`src/rtl/sc_core_pkg.sv`:
```
package sc_core_pkg;

    localparam int XLEN    = 32;
    localparam int NREGS   = 32;
    localparam int RIDX_W  = $clog2(NREGS);
    localparam int IMM_W   = 16;
    localparam int OPC_W   = 6;

    localparam logic [OPC_W-1:0] OPC_REG   = 6'h00;
    localparam logic [OPC_W-1:0] OPC_ORI   = 6'h0D;
    localparam logic [OPC_W-1:0] OPC_LOAD  = 6'h23;
    localparam logic [OPC_W-1:0] OPC_STORE = 6'h2B;
    localparam logic [OPC_W-1:0] OPC_BEQ   = 6'h04;
    localparam logic [OPC_W-1:0] FN_ADD_U  = 6'h21;
    localparam logic [OPC_W-1:0] FN_SUB_U  = 6'h23;

    typedef enum logic [2:0] {
        KIND_ADD,
        KIND_SUB,
        KIND_ORIMM,
        KIND_LOAD,
        KIND_STORE,
        KIND_BRANCH,
        KIND_NONE
    } ikind_e;

    typedef enum logic [1:0] {
        ALU_PLUS,
        ALU_MINUS,
        ALU_LOR
    } aluop_e;

    typedef struct packed {
        logic   reg_write;
        logic   dest_rd;
        logic   src_imm;
        logic   imm_zero;
        logic   mem_write;
        logic   load_sel;
        logic   is_branch;
        aluop_e alu_op;
    } ctrl_t;

endpackage

```
`src/rtl/sc_decode.sv`:
```
module sc_decode
    import sc_core_pkg::*;
(
    input  logic [OPC_W-1:0] opcode,
    input  logic [OPC_W-1:0] funct,
    output ikind_e           kind,
    output ctrl_t            ctrl
);

    // instruction classification
    always_comb begin
        kind = KIND_NONE;
        unique case (opcode)
            OPC_REG: begin
                unique case (funct)
                    FN_ADD_U: kind = KIND_ADD;
                    FN_SUB_U: kind = KIND_SUB;
                    default:  kind = KIND_NONE;
                endcase
            end
            OPC_ORI:   kind = KIND_ORIMM;
            OPC_LOAD:  kind = KIND_LOAD;
            OPC_STORE: kind = KIND_STORE;
            OPC_BEQ:   kind = KIND_BRANCH;
            default:   kind = KIND_NONE;
        endcase
    end

    // control bundle per kind
    always_comb begin
        ctrl        = '0;
        ctrl.alu_op = ALU_PLUS;
        unique case (kind)
            KIND_ADD: begin
                ctrl.reg_write = 1'b1;
                ctrl.dest_rd   = 1'b1;
                ctrl.alu_op    = ALU_PLUS;
            end
            KIND_SUB: begin
                ctrl.reg_write = 1'b1;
                ctrl.dest_rd   = 1'b1;
                ctrl.alu_op    = ALU_MINUS;
            end
            KIND_ORIMM: begin
                ctrl.reg_write = 1'b1;
                ctrl.src_imm   = 1'b1;
                ctrl.imm_zero  = 1'b1;
                ctrl.alu_op    = ALU_LOR;
            end
            KIND_LOAD: begin
                ctrl.reg_write = 1'b1;
                ctrl.src_imm   = 1'b1;
                ctrl.load_sel  = 1'b1;
                ctrl.alu_op    = ALU_PLUS;
            end
            KIND_STORE: begin
                ctrl.src_imm   = 1'b1;
                ctrl.mem_write = 1'b1;
                ctrl.alu_op    = ALU_PLUS;
            end
            KIND_BRANCH: begin
                ctrl.is_branch = 1'b1;
                ctrl.alu_op    = ALU_MINUS;
            end
            KIND_NONE: begin
                ctrl.alu_op    = ALU_PLUS;
            end
            default: ctrl.alu_op = ALU_PLUS;
        endcase
    end

endmodule

```
`src/rtl/sc_regfile.sv`:
```
module sc_regfile
    import sc_core_pkg::*;
(
    input  logic              clk,
    input  logic              rst,
    input  logic [RIDX_W-1:0] rd_a_idx,
    input  logic [RIDX_W-1:0] rd_b_idx,
    output logic [XLEN-1:0]   rd_a_val,
    output logic [XLEN-1:0]   rd_b_val,
    input  logic              wr_en,
    input  logic [RIDX_W-1:0] wr_idx,
    input  logic [XLEN-1:0]   wr_val
);

    logic [XLEN-1:0] cells [1:NREGS-1];

    always_ff @(posedge clk) begin
        if (rst) begin
            for (int i = 1; i < NREGS; i++) begin
                cells[i] <= '0;
            end
        end else if (wr_en && (wr_idx != '0)) begin
            cells[wr_idx] <= wr_val;
        end
    end

    always_comb begin
        rd_a_val = (rd_a_idx == '0) ? '0 : cells[rd_a_idx];
        rd_b_val = (rd_b_idx == '0) ? '0 : cells[rd_b_idx];
    end

endmodule

```
`src/rtl/sc_alu.sv`:
```
module sc_alu
    import sc_core_pkg::*;
(
    input  logic [XLEN-1:0] opnd_a,
    input  logic [XLEN-1:0] opnd_b,
    input  aluop_e          op,
    output logic [XLEN-1:0] result,
    output logic            is_zero
);

    always_comb begin
        unique case (op)
            ALU_PLUS:  result = opnd_a + opnd_b;
            ALU_MINUS: result = opnd_a - opnd_b;
            ALU_LOR:   result = opnd_a | opnd_b;
            default:   result = opnd_a + opnd_b;
        endcase
        is_zero = (result == '0);
    end

endmodule

```
`src/rtl/sc_pcunit.sv`:
```
module sc_pcunit
    import sc_core_pkg::*;
(
    input  logic            clk,
    input  logic            rst,
    input  logic            take,
    input  logic [XLEN-1:0] offset_sx,
    output logic [XLEN-1:0] pc
);

    logic [XLEN-1:0] pc_seq;
    logic [XLEN-1:0] pc_tgt;

    always_comb begin
        pc_seq = pc + XLEN'(4);
        pc_tgt = pc_seq + {offset_sx[XLEN-3:0], 2'b00};
    end

    always_ff @(posedge clk) begin
        if (rst) begin
            pc <= '0;
        end else begin
            pc <= take ? pc_tgt : pc_seq;
        end
    end

endmodule

```
`src/rtl/sc_core.sv`:
```
module sc_core
    import sc_core_pkg::*;
(
    input  logic              clk,
    input  logic              rst,
    output logic [XLEN-1:0]   imem_addr,
    input  logic [XLEN-1:0]   imem_data,
    output logic [XLEN-1:0]   dmem_addr,
    output logic [XLEN-1:0]   dmem_wdata,
    output logic              dmem_we,
    input  logic [XLEN-1:0]   dmem_rdata,
    output logic              wb_en,
    output logic [RIDX_W-1:0] wb_reg,
    output logic [XLEN-1:0]   wb_data
);

    logic [OPC_W-1:0]  f_op;
    logic [OPC_W-1:0]  f_fn;
    logic [RIDX_W-1:0] f_rs;
    logic [RIDX_W-1:0] f_rt;
    logic [RIDX_W-1:0] f_rd;
    logic [IMM_W-1:0]  f_imm;

    ikind_e            kind;
    ctrl_t             ctrl;
    logic [XLEN-1:0]   rs_val;
    logic [XLEN-1:0]   rt_val;
    logic [XLEN-1:0]   imm_sx;
    logic [XLEN-1:0]   imm_ext;
    logic [XLEN-1:0]   alu_b;
    logic [XLEN-1:0]   alu_res;
    logic              alu_zero;
    logic [RIDX_W-1:0] dest;
    logic              take;
    logic [XLEN-1:0]   pc;

    assign f_op  = imem_data[31:26];
    assign f_rs  = imem_data[25:21];
    assign f_rt  = imem_data[20:16];
    assign f_rd  = imem_data[15:11];
    assign f_fn  = imem_data[5:0];
    assign f_imm = imem_data[IMM_W-1:0];

    sc_decode u_dec (
        .opcode (f_op),
        .funct  (f_fn),
        .kind   (kind),
        .ctrl   (ctrl)
    );

    sc_regfile u_rf (
        .clk      (clk),
        .rst      (rst),
        .rd_a_idx (f_rs),
        .rd_b_idx (f_rt),
        .rd_a_val (rs_val),
        .rd_b_val (rt_val),
        .wr_en    (wb_en),
        .wr_idx   (wb_reg),
        .wr_val   (wb_data)
    );

    always_comb begin
        imm_sx  = {{(XLEN-IMM_W){f_imm[IMM_W-1]}}, f_imm};
        imm_ext = ctrl.imm_zero ? {{(XLEN-IMM_W){1'b0}}, f_imm} : imm_sx;
        alu_b   = ctrl.src_imm ? imm_ext : rt_val;
        dest    = ctrl.dest_rd ? f_rd : f_rt;
    end

    sc_alu u_alu (
        .opnd_a  (rs_val),
        .opnd_b  (alu_b),
        .op      (ctrl.alu_op),
        .result  (alu_res),
        .is_zero (alu_zero)
    );

    assign take = ctrl.is_branch && alu_zero && (kind == KIND_BRANCH);

    sc_pcunit u_pc (
        .clk       (clk),
        .rst       (rst),
        .take      (take),
        .offset_sx (imm_sx),
        .pc        (pc)
    );

    always_comb begin
        imem_addr  = pc;
        dmem_addr  = alu_res;
        dmem_wdata = rt_val;
        dmem_we    = ctrl.mem_write && !rst;
        wb_reg     = dest;
        wb_en      = ctrl.reg_write && (dest != '0) && !rst;
        wb_data    = ctrl.load_sel ? dmem_rdata : alu_res;
    end

endmodule

```
`config.mk`:
```
export PLATFORM = sky130hd
export DESIGN_NAME = sc_core
export DESIGN_NICKNAME = d
export VERILOG_FILES = /design/src/rtl/sc_core_pkg.sv /design/src/rtl/sc_decode.sv /design/src/rtl/sc_regfile.sv /design/src/rtl/sc_alu.sv /design/src/rtl/sc_pcunit.sv /design/src/rtl/sc_core.sv
export SDC_FILE = /design/constraint.sdc
export NUM_CORES = 2
export LEC_CHECK = 0
export BUFFER_PORTS_ARGS = -buffer_cell sky130_fd_sc_hd__buf_4
export CORE_MARGIN = 2
export CORE_UTILIZATION = 30
export CTS_CLUSTER_SIZE = 14
export DETAILED_ROUTE_END_ITERATION = 10
export PLACE_DENSITY = 0.4
export SLEW_MARGIN = 25
export SYNTH_ARGS = -nofsm -noshare
export SYNTH_HDL_FRONTEND = slang
export SYNTH_SLANG_ARGS = --single-unit
```
`constraint.sdc`:
```
create_clock -name clk -period 12.33 [get_ports clk]
set_input_delay 1.8495 -clock clk [delete_from_list [all_inputs] [get_ports clk]]
set_output_delay 1.8495 -clock clk [all_outputs]
set_load 0.02 [all_outputs]
```
### After elaboration in Yosys (flattened, before gate mapping)

Memory sizes are Yosys's and may differ from the RTL's.
Cells that the tools add are included.

* add/sub/neg operators: 4
* equal/unequal tests: 13
* mux-type cells: 26
* bitwise logic cells: 1
* reduce and logical (&&, ||, !) cells: 18

Operators with widths (number)
* 32-bit two-way mux: 7
* 32-bit adder: 2
* 32-bit case mux with 2 select lines: 1
* 32-bit by 3-bit adder with 32-bit output (second input constant): 1
* 32-bit zero test: 1
* 32-bit bitwise OR: 1
* 32-bit OR reduction: 1
* 32-bit subtractor: 1
* 6-bit == test (second input constant): 4
* 3-bit case mux with 5 select lines: 1
* 1-bit two-way mux: 13
* 5-bit zero test: 2
* 5-bit two-way mux: 2
* 3-bit by 2-bit == test with 1-bit output (second input constant): 2
* 3-bit == test (second input constant): 2
* 6-bit by 3-bit == test with 1-bit output (second input constant): 1
* 6-bit by 4-bit == test with 1-bit output (second input constant): 1
* 1-bit logical AND: 6
* 6-bit zero test: 1
* 3-bit case mux with 2 select lines: 1
* 5-bit nonzero test: 1
* 2-bit case mux with 2 select lines: 1
* 2-bit OR reduction: 2
* 4-bit OR reduction: 1
* other kinds (6): 6

* register bits after elaboration: 32
* memory bits (writable): 992
* input port bits: 66
* output and inout port bits: 135
* logic and storage cells: 64
* memories: 1

Memory list
* u_rf.cells: words 31, width 32, rd ports 2, clocked after memory_dff 0, wr ports 31, RTL line sc_regfile.sv:15 `logic [XLEN-1:0] cells [1:NREGS-1];`

### Longest topological paths before layout

* depth after elaboration: 16
* mapped depth: 34
* mapped depth without buffers: 25

### Modules after synthesis

Synthesis repeated with hierarchy kept, for this count alone.

* cell total of the unflattened synthesis: 4527
* area, all modules: 61596.6 um^2

By module, submodules not included
* sc_regfile: times used 1, cells each 3500, area an instance 54225.8 um^2, sequential area each 30749.5 um^2
* sc_pcunit: times used 1, cells each 436, area an instance 3342.0 um^2, sequential area each 600.6 um^2
* sc_alu: times used 1, cells each 452, area an instance 2941.6 um^2, sequential area each 0.0 um^2
* sc_core: times used 1, cells each 102, area an instance 853.3 um^2, sequential area each 0.0 um^2
* sc_decode: times used 1, cells each 37, area an instance 234.0 um^2, sequential area each 0.0 um^2

### Worst setup path before layout

No wires, ideal clock.

* path type: input to output
* start: in imem_data[21]
* end: out wb_data[30]
* data arrival time: 8228 ps
* required time: 10480 ps
* slack: 2253 ps
* stages: 26
* path buffers: 8
* path through: buf_2 -> buf_2 -> buf_2 -> buf_2 -> buf_2 -> buf_2 -> buf_2 -> mux4_2 -> mux4_2 -> mux2_2 -> nand2_1 -> ha_1 -> fa_1 -> nand2b_1 -> a21oi_1 -> o21ai_0 -> a31o_2 -> o21a_1 -> nor2_1 -> a211o_1 -> o311ai_0 -> xnor2_1 -> a21o_1 -> mux2i_1 -> clkbuf_1 -> inv_1

* longest elaborated chain between the ends: 5
* elaborated cells on any way between the ends: 8
* classes of those cells: add/sub (2); mux (3); bitwise (1); reduce/logical (1); memory (1)

Ends and longest elaborated chain
* from (decl): RTL line sc_core.sv:7 `input logic [XLEN-1:0] imem_data,`
* memory 31 x 32 bit / 5-bit zero test (equally long branches)
* 32-bit two-way mux (*): RTL line sc_regfile.sv:28 `rd_a_val = (rd_a_idx == '0) ? '0 : cells[rd_a_idx];`
* 32-bit adder, or another cell as far along: RTL line sc_alu.sv:13, sc_alu.sv:16
* 32-bit case mux with 2 select lines (*): RTL line sc_alu.sv:12 `unique case (op)`
* named net dmem_addr[30]: RTL line sc_core.sv:8 `output logic [XLEN-1:0] dmem_addr,`
* 32-bit two-way mux (*): RTL line sc_core.sv:95 `wb_data = ctrl.load_sel ? dmem_rdata : alu_res;`
* to (decl): RTL line sc_core.sv:14 `output logic [XLEN-1:0] wb_data`

Mark *: on every way through the listed nets, which the timed path passes. The rest lies on a longest branch.

### Final worst setup path

* start: in imem_data[16]
* end: out wb_data[31]

* longest elaborated chain between the ends: 6
* elaborated cells on any way between the ends: 9
* classes of those cells: add/sub (2); mux (4); bitwise (1); reduce/logical (1); memory (1)

Ends and longest elaborated chain
* memory 31 x 32 bit / 5-bit zero test (equally long branches)
* 32-bit two-way mux (*): RTL line sc_regfile.sv:29 `rd_b_val = (rd_b_idx == '0) ? '0 : cells[rd_b_idx];`
* 32-bit two-way mux (*): RTL line sc_core.sv:66 `alu_b = ctrl.src_imm ? imm_ext : rt_val;`
* 32-bit adder, or another cell as far along: RTL line sc_alu.sv:13, sc_alu.sv:16
* 32-bit case mux with 2 select lines (*): RTL line sc_alu.sv:12
* 32-bit two-way mux (*): RTL line sc_core.sv:95

Every way passes the cells marked *; elsewhere a longest branch is shown, timed or not.

==> summary.md <==
| Metric | Value |
|---|---|
| H-tree Lvls | 3 |
| Crit-path leading delay family | compound AO/OA/AOI/OAI gates |
| Tcrit/Tclk final | 92.2% |
| CP startpoint kind | primary input |
| Number of global-route vias before repair | 41.5k |
| Cts bufs inserted | 120 |
| Die area | 200000 sq um |
| Largest stage delay, worst path | around 0.62 ns |
| Synthesized area per cell | 12.9 sq um |
| Area of the multi-input gates | ~26000 sq um |
| Hold wc startpoint | u_pc.pc[31] |
| Min-Delay Endpoint | u_pc.pc[31] |
| Cell area after layout | 67900 sq um |
| Largest net degree at the start of global routing | 72 |
| Sequential-to-total area share from yosys stat | 53.2% |
| CTS tree | built |
| Crit-path max FO | 61 |
| Total grt overflow | 0 |
| R2R depth | 24 |
| Antenna violations before repair | 7 |
| Worst-path clk slew | approximately 0.060 ns |
| Crit path time final | ~11 ns |
| Final Hold Fails | 0 |
| Mapped Cells | 4562 |
| Post-CTS Setup Inserts | 0 |
| Post-synth EDFFs | 1024 |
| 1st-iter DRT viols | 4660 |
| Routed len/inst | about 36 um |
| Max Slew Vio Count | 0 |
| Leak | 25.3 nW |
| Initial Util | between 30% and 40% |
| Setup TNS | 0 ns |
| Final Skew | about 0.036 ns |
| Vias | 42.6k |
| Num rows | 162 |
| Commonest non-fill, non-tap cell in the layout | nor2_1 |
| Nets | slightly below 5k |
| Post-route ant nets | 0 |
| Most frequent cells in the layout | nor2_1 (1158), edfxtp_1 (1024), mux4_2 (504) |
| First-pass GRT wire length | about 360 mm |
| Via density per instance | 5.74 |
| Skew-Pair Late Insertion Delay | 0.78 ns |
| Worst path arrival time | 9.51 ns |
| Setup crit end kind | output pin |
| DP Area | 64100 sq um |
| FILL cells | 19.0k |
| Async S/R FF share, synth | 0% |
| Gr usage total | 26.2% |
| Hold Path Depth | 3 |
| Synth Flop Type | edfxtp_1 |
| Fmax achieved | 88.0 MHz |
| Clk root buf | clkbuf_16 |
| Synth warn | 0 |
| Tightest Pin Transition | 1.22 ns |
| Power Dens Cells | 162 nW/um^2 |
| PortBufs | 198 |
| Layout cells sized above 1 | 25.0% |
| Max-cap violations | 0 |
| Total Power | between 10 and 15 mW |
| Clk sinks | 1054 |
| GPL Wtd Cong | 0.896 |
| DRT Pass-1 Iters | 5 |
| Unrepaired setup endpoints after global routing | false |
| Yosys cell types | 77 |
| Die Ht | 447 um |
| Synthesized cell area | 58900 sq um |
| Post-DP HPWL | ~170 mm |
| Critical path buffers and inverters | 5 |
| WS Path Type | primary input to output pin |
| RR Endpoint | u_pc.pc[13] |
| Critical-path top delay cell | o311ai_0 |
| Yosys reg bits | 1054 |
| Setup slack, reg-to-reg | approximately 4.8 ns |
| Area added between synthesis and finish | 15.2% |
| Final wirelength | 266 mm |
| Data required, critical path | 10.48 ns |
| Seq. cell area | roughly 31000 sq um |
| Outcome | complete, no violations |
| HP Class | flip-flop to flip-flop |
| Peak VDD IR | approximately 0.00011 V |
| # IOs | 201 |
| Max clock buf depth | 3 |
| Max_slew headroom | 17.9% |
| Die W | 447 um |
| Residual DRC | 0 |
| # setup viols final | 0 |
| Core Footprint | 195000 sq um |
| Hold-fix buffers, CTS | 0 |
| Worst r2r src | u_rf.cells[15][9] |
| Post-CTS sizing | 0 |
[area by class of cell]
type	instances	share of cell area [%]
diodes	4	0.0147
clock buffers	154	4.64
clock inverters	74	0.879
inverters	70	0.387
multi-input cells	3062	38.8
flip-flops and latches	1054	46.2
well taps	2624	4.84
repair buffers	373	4.29
[kinds of logic after synthesis]
kind of cell,count (synthesis),synth area share [%]
simple gates,1660,11.7
flops,1054,53.2
mux,763,23.8
buf+inv,479,3.49
compound gates,442,4.96
xor+xnor,98,1.46
fa+ha+maj,65,1.41
other cells,1,0.00636
[synth_stat cells, types with 52 or more instances]
master    number  area [sq um]
nor2_1      1160          4350
o21ai_0       62           310
clkbuf_1     283          1060
a21oi_1       97           485
mux4_2       504         11400
nand2_1      206           773
edfxtp_1    1024         30700
mux2i_1      213          2130
inv_1         69           259
a22oi_1       63           473
xnor2_1       53           464
nand3_1       52           260
ha_1          63           788
[worst reg2reg max path: cells and delay by family (launching register included)]
family,cells,cell delay (ns)
buffers and inverters,2,0.68
xor gates and xnor gates,1,0.19
adders and majority gates,1,0.32
DFF,1,0.41
AOI/OAI and AO/OA,9,2.05
and+or+nand+nor,8,2.35
muxes,3,1.44
[how the worst max path moves through the flow]
stage | from | endpoint | slack, ns | cells after the start
3_5_place_dp | imem_data[16] | wb_data[31] | 1.07 | 27
3_3_place_gp | imem_data[16] | wb_data[31] | 1.07 | 27
6_report | imem_data[16] | wb_data[31] | 0.97 | 27
2_1_floorplan | imem_data[21] | wb_data[30] | 2.25 | 26
5_1_grt | imem_data[16] | wb_data[31] | 0.42 | 27
4_1_cts | imem_data[16] | wb_data[31] | 1.02 | 27
[layer usage]
layer	wire, um	track usage [%]	up-vias	share of wire [%]
met5	0	0	-	0
met4	7830	7.57	0	2.9
met3	22000	4.58	311	8.3
met1	115000	37.4	22700	43
li1	-	-	17500	-
met2	121000	40.8	2105	45
[registers in the layout, indices dropped and copies added, names as in the netlist]
name	count
u_rf.cells	1024
u_pc.pc	30
[stage by stage]
step	hold slack [ns]	cells	worst slack [ns]	util, %
2_1_floorplan	0.645	4595	2.25	-
3_3_place_gp	0.617	7181	1.07	32.9
3_5_place_dp	0.634	7183	1.07	32.9
4_1_cts	0.648	7411	1.02	34.8
5_1_grt	0.680	7412	0.416	34.8
6_report	0.643	7415	0.966	34.8
[where the power goes]
group          internal (mW)  switching [mW]  total (mW)
Clock                   1.97            1.58        3.55
Combinational          0.915            2.34        3.26
Sequential              4.10           0.111        4.21
Total                   6.98            4.04        11.0
No activity file was read; power rests on OpenSTA's default activity.
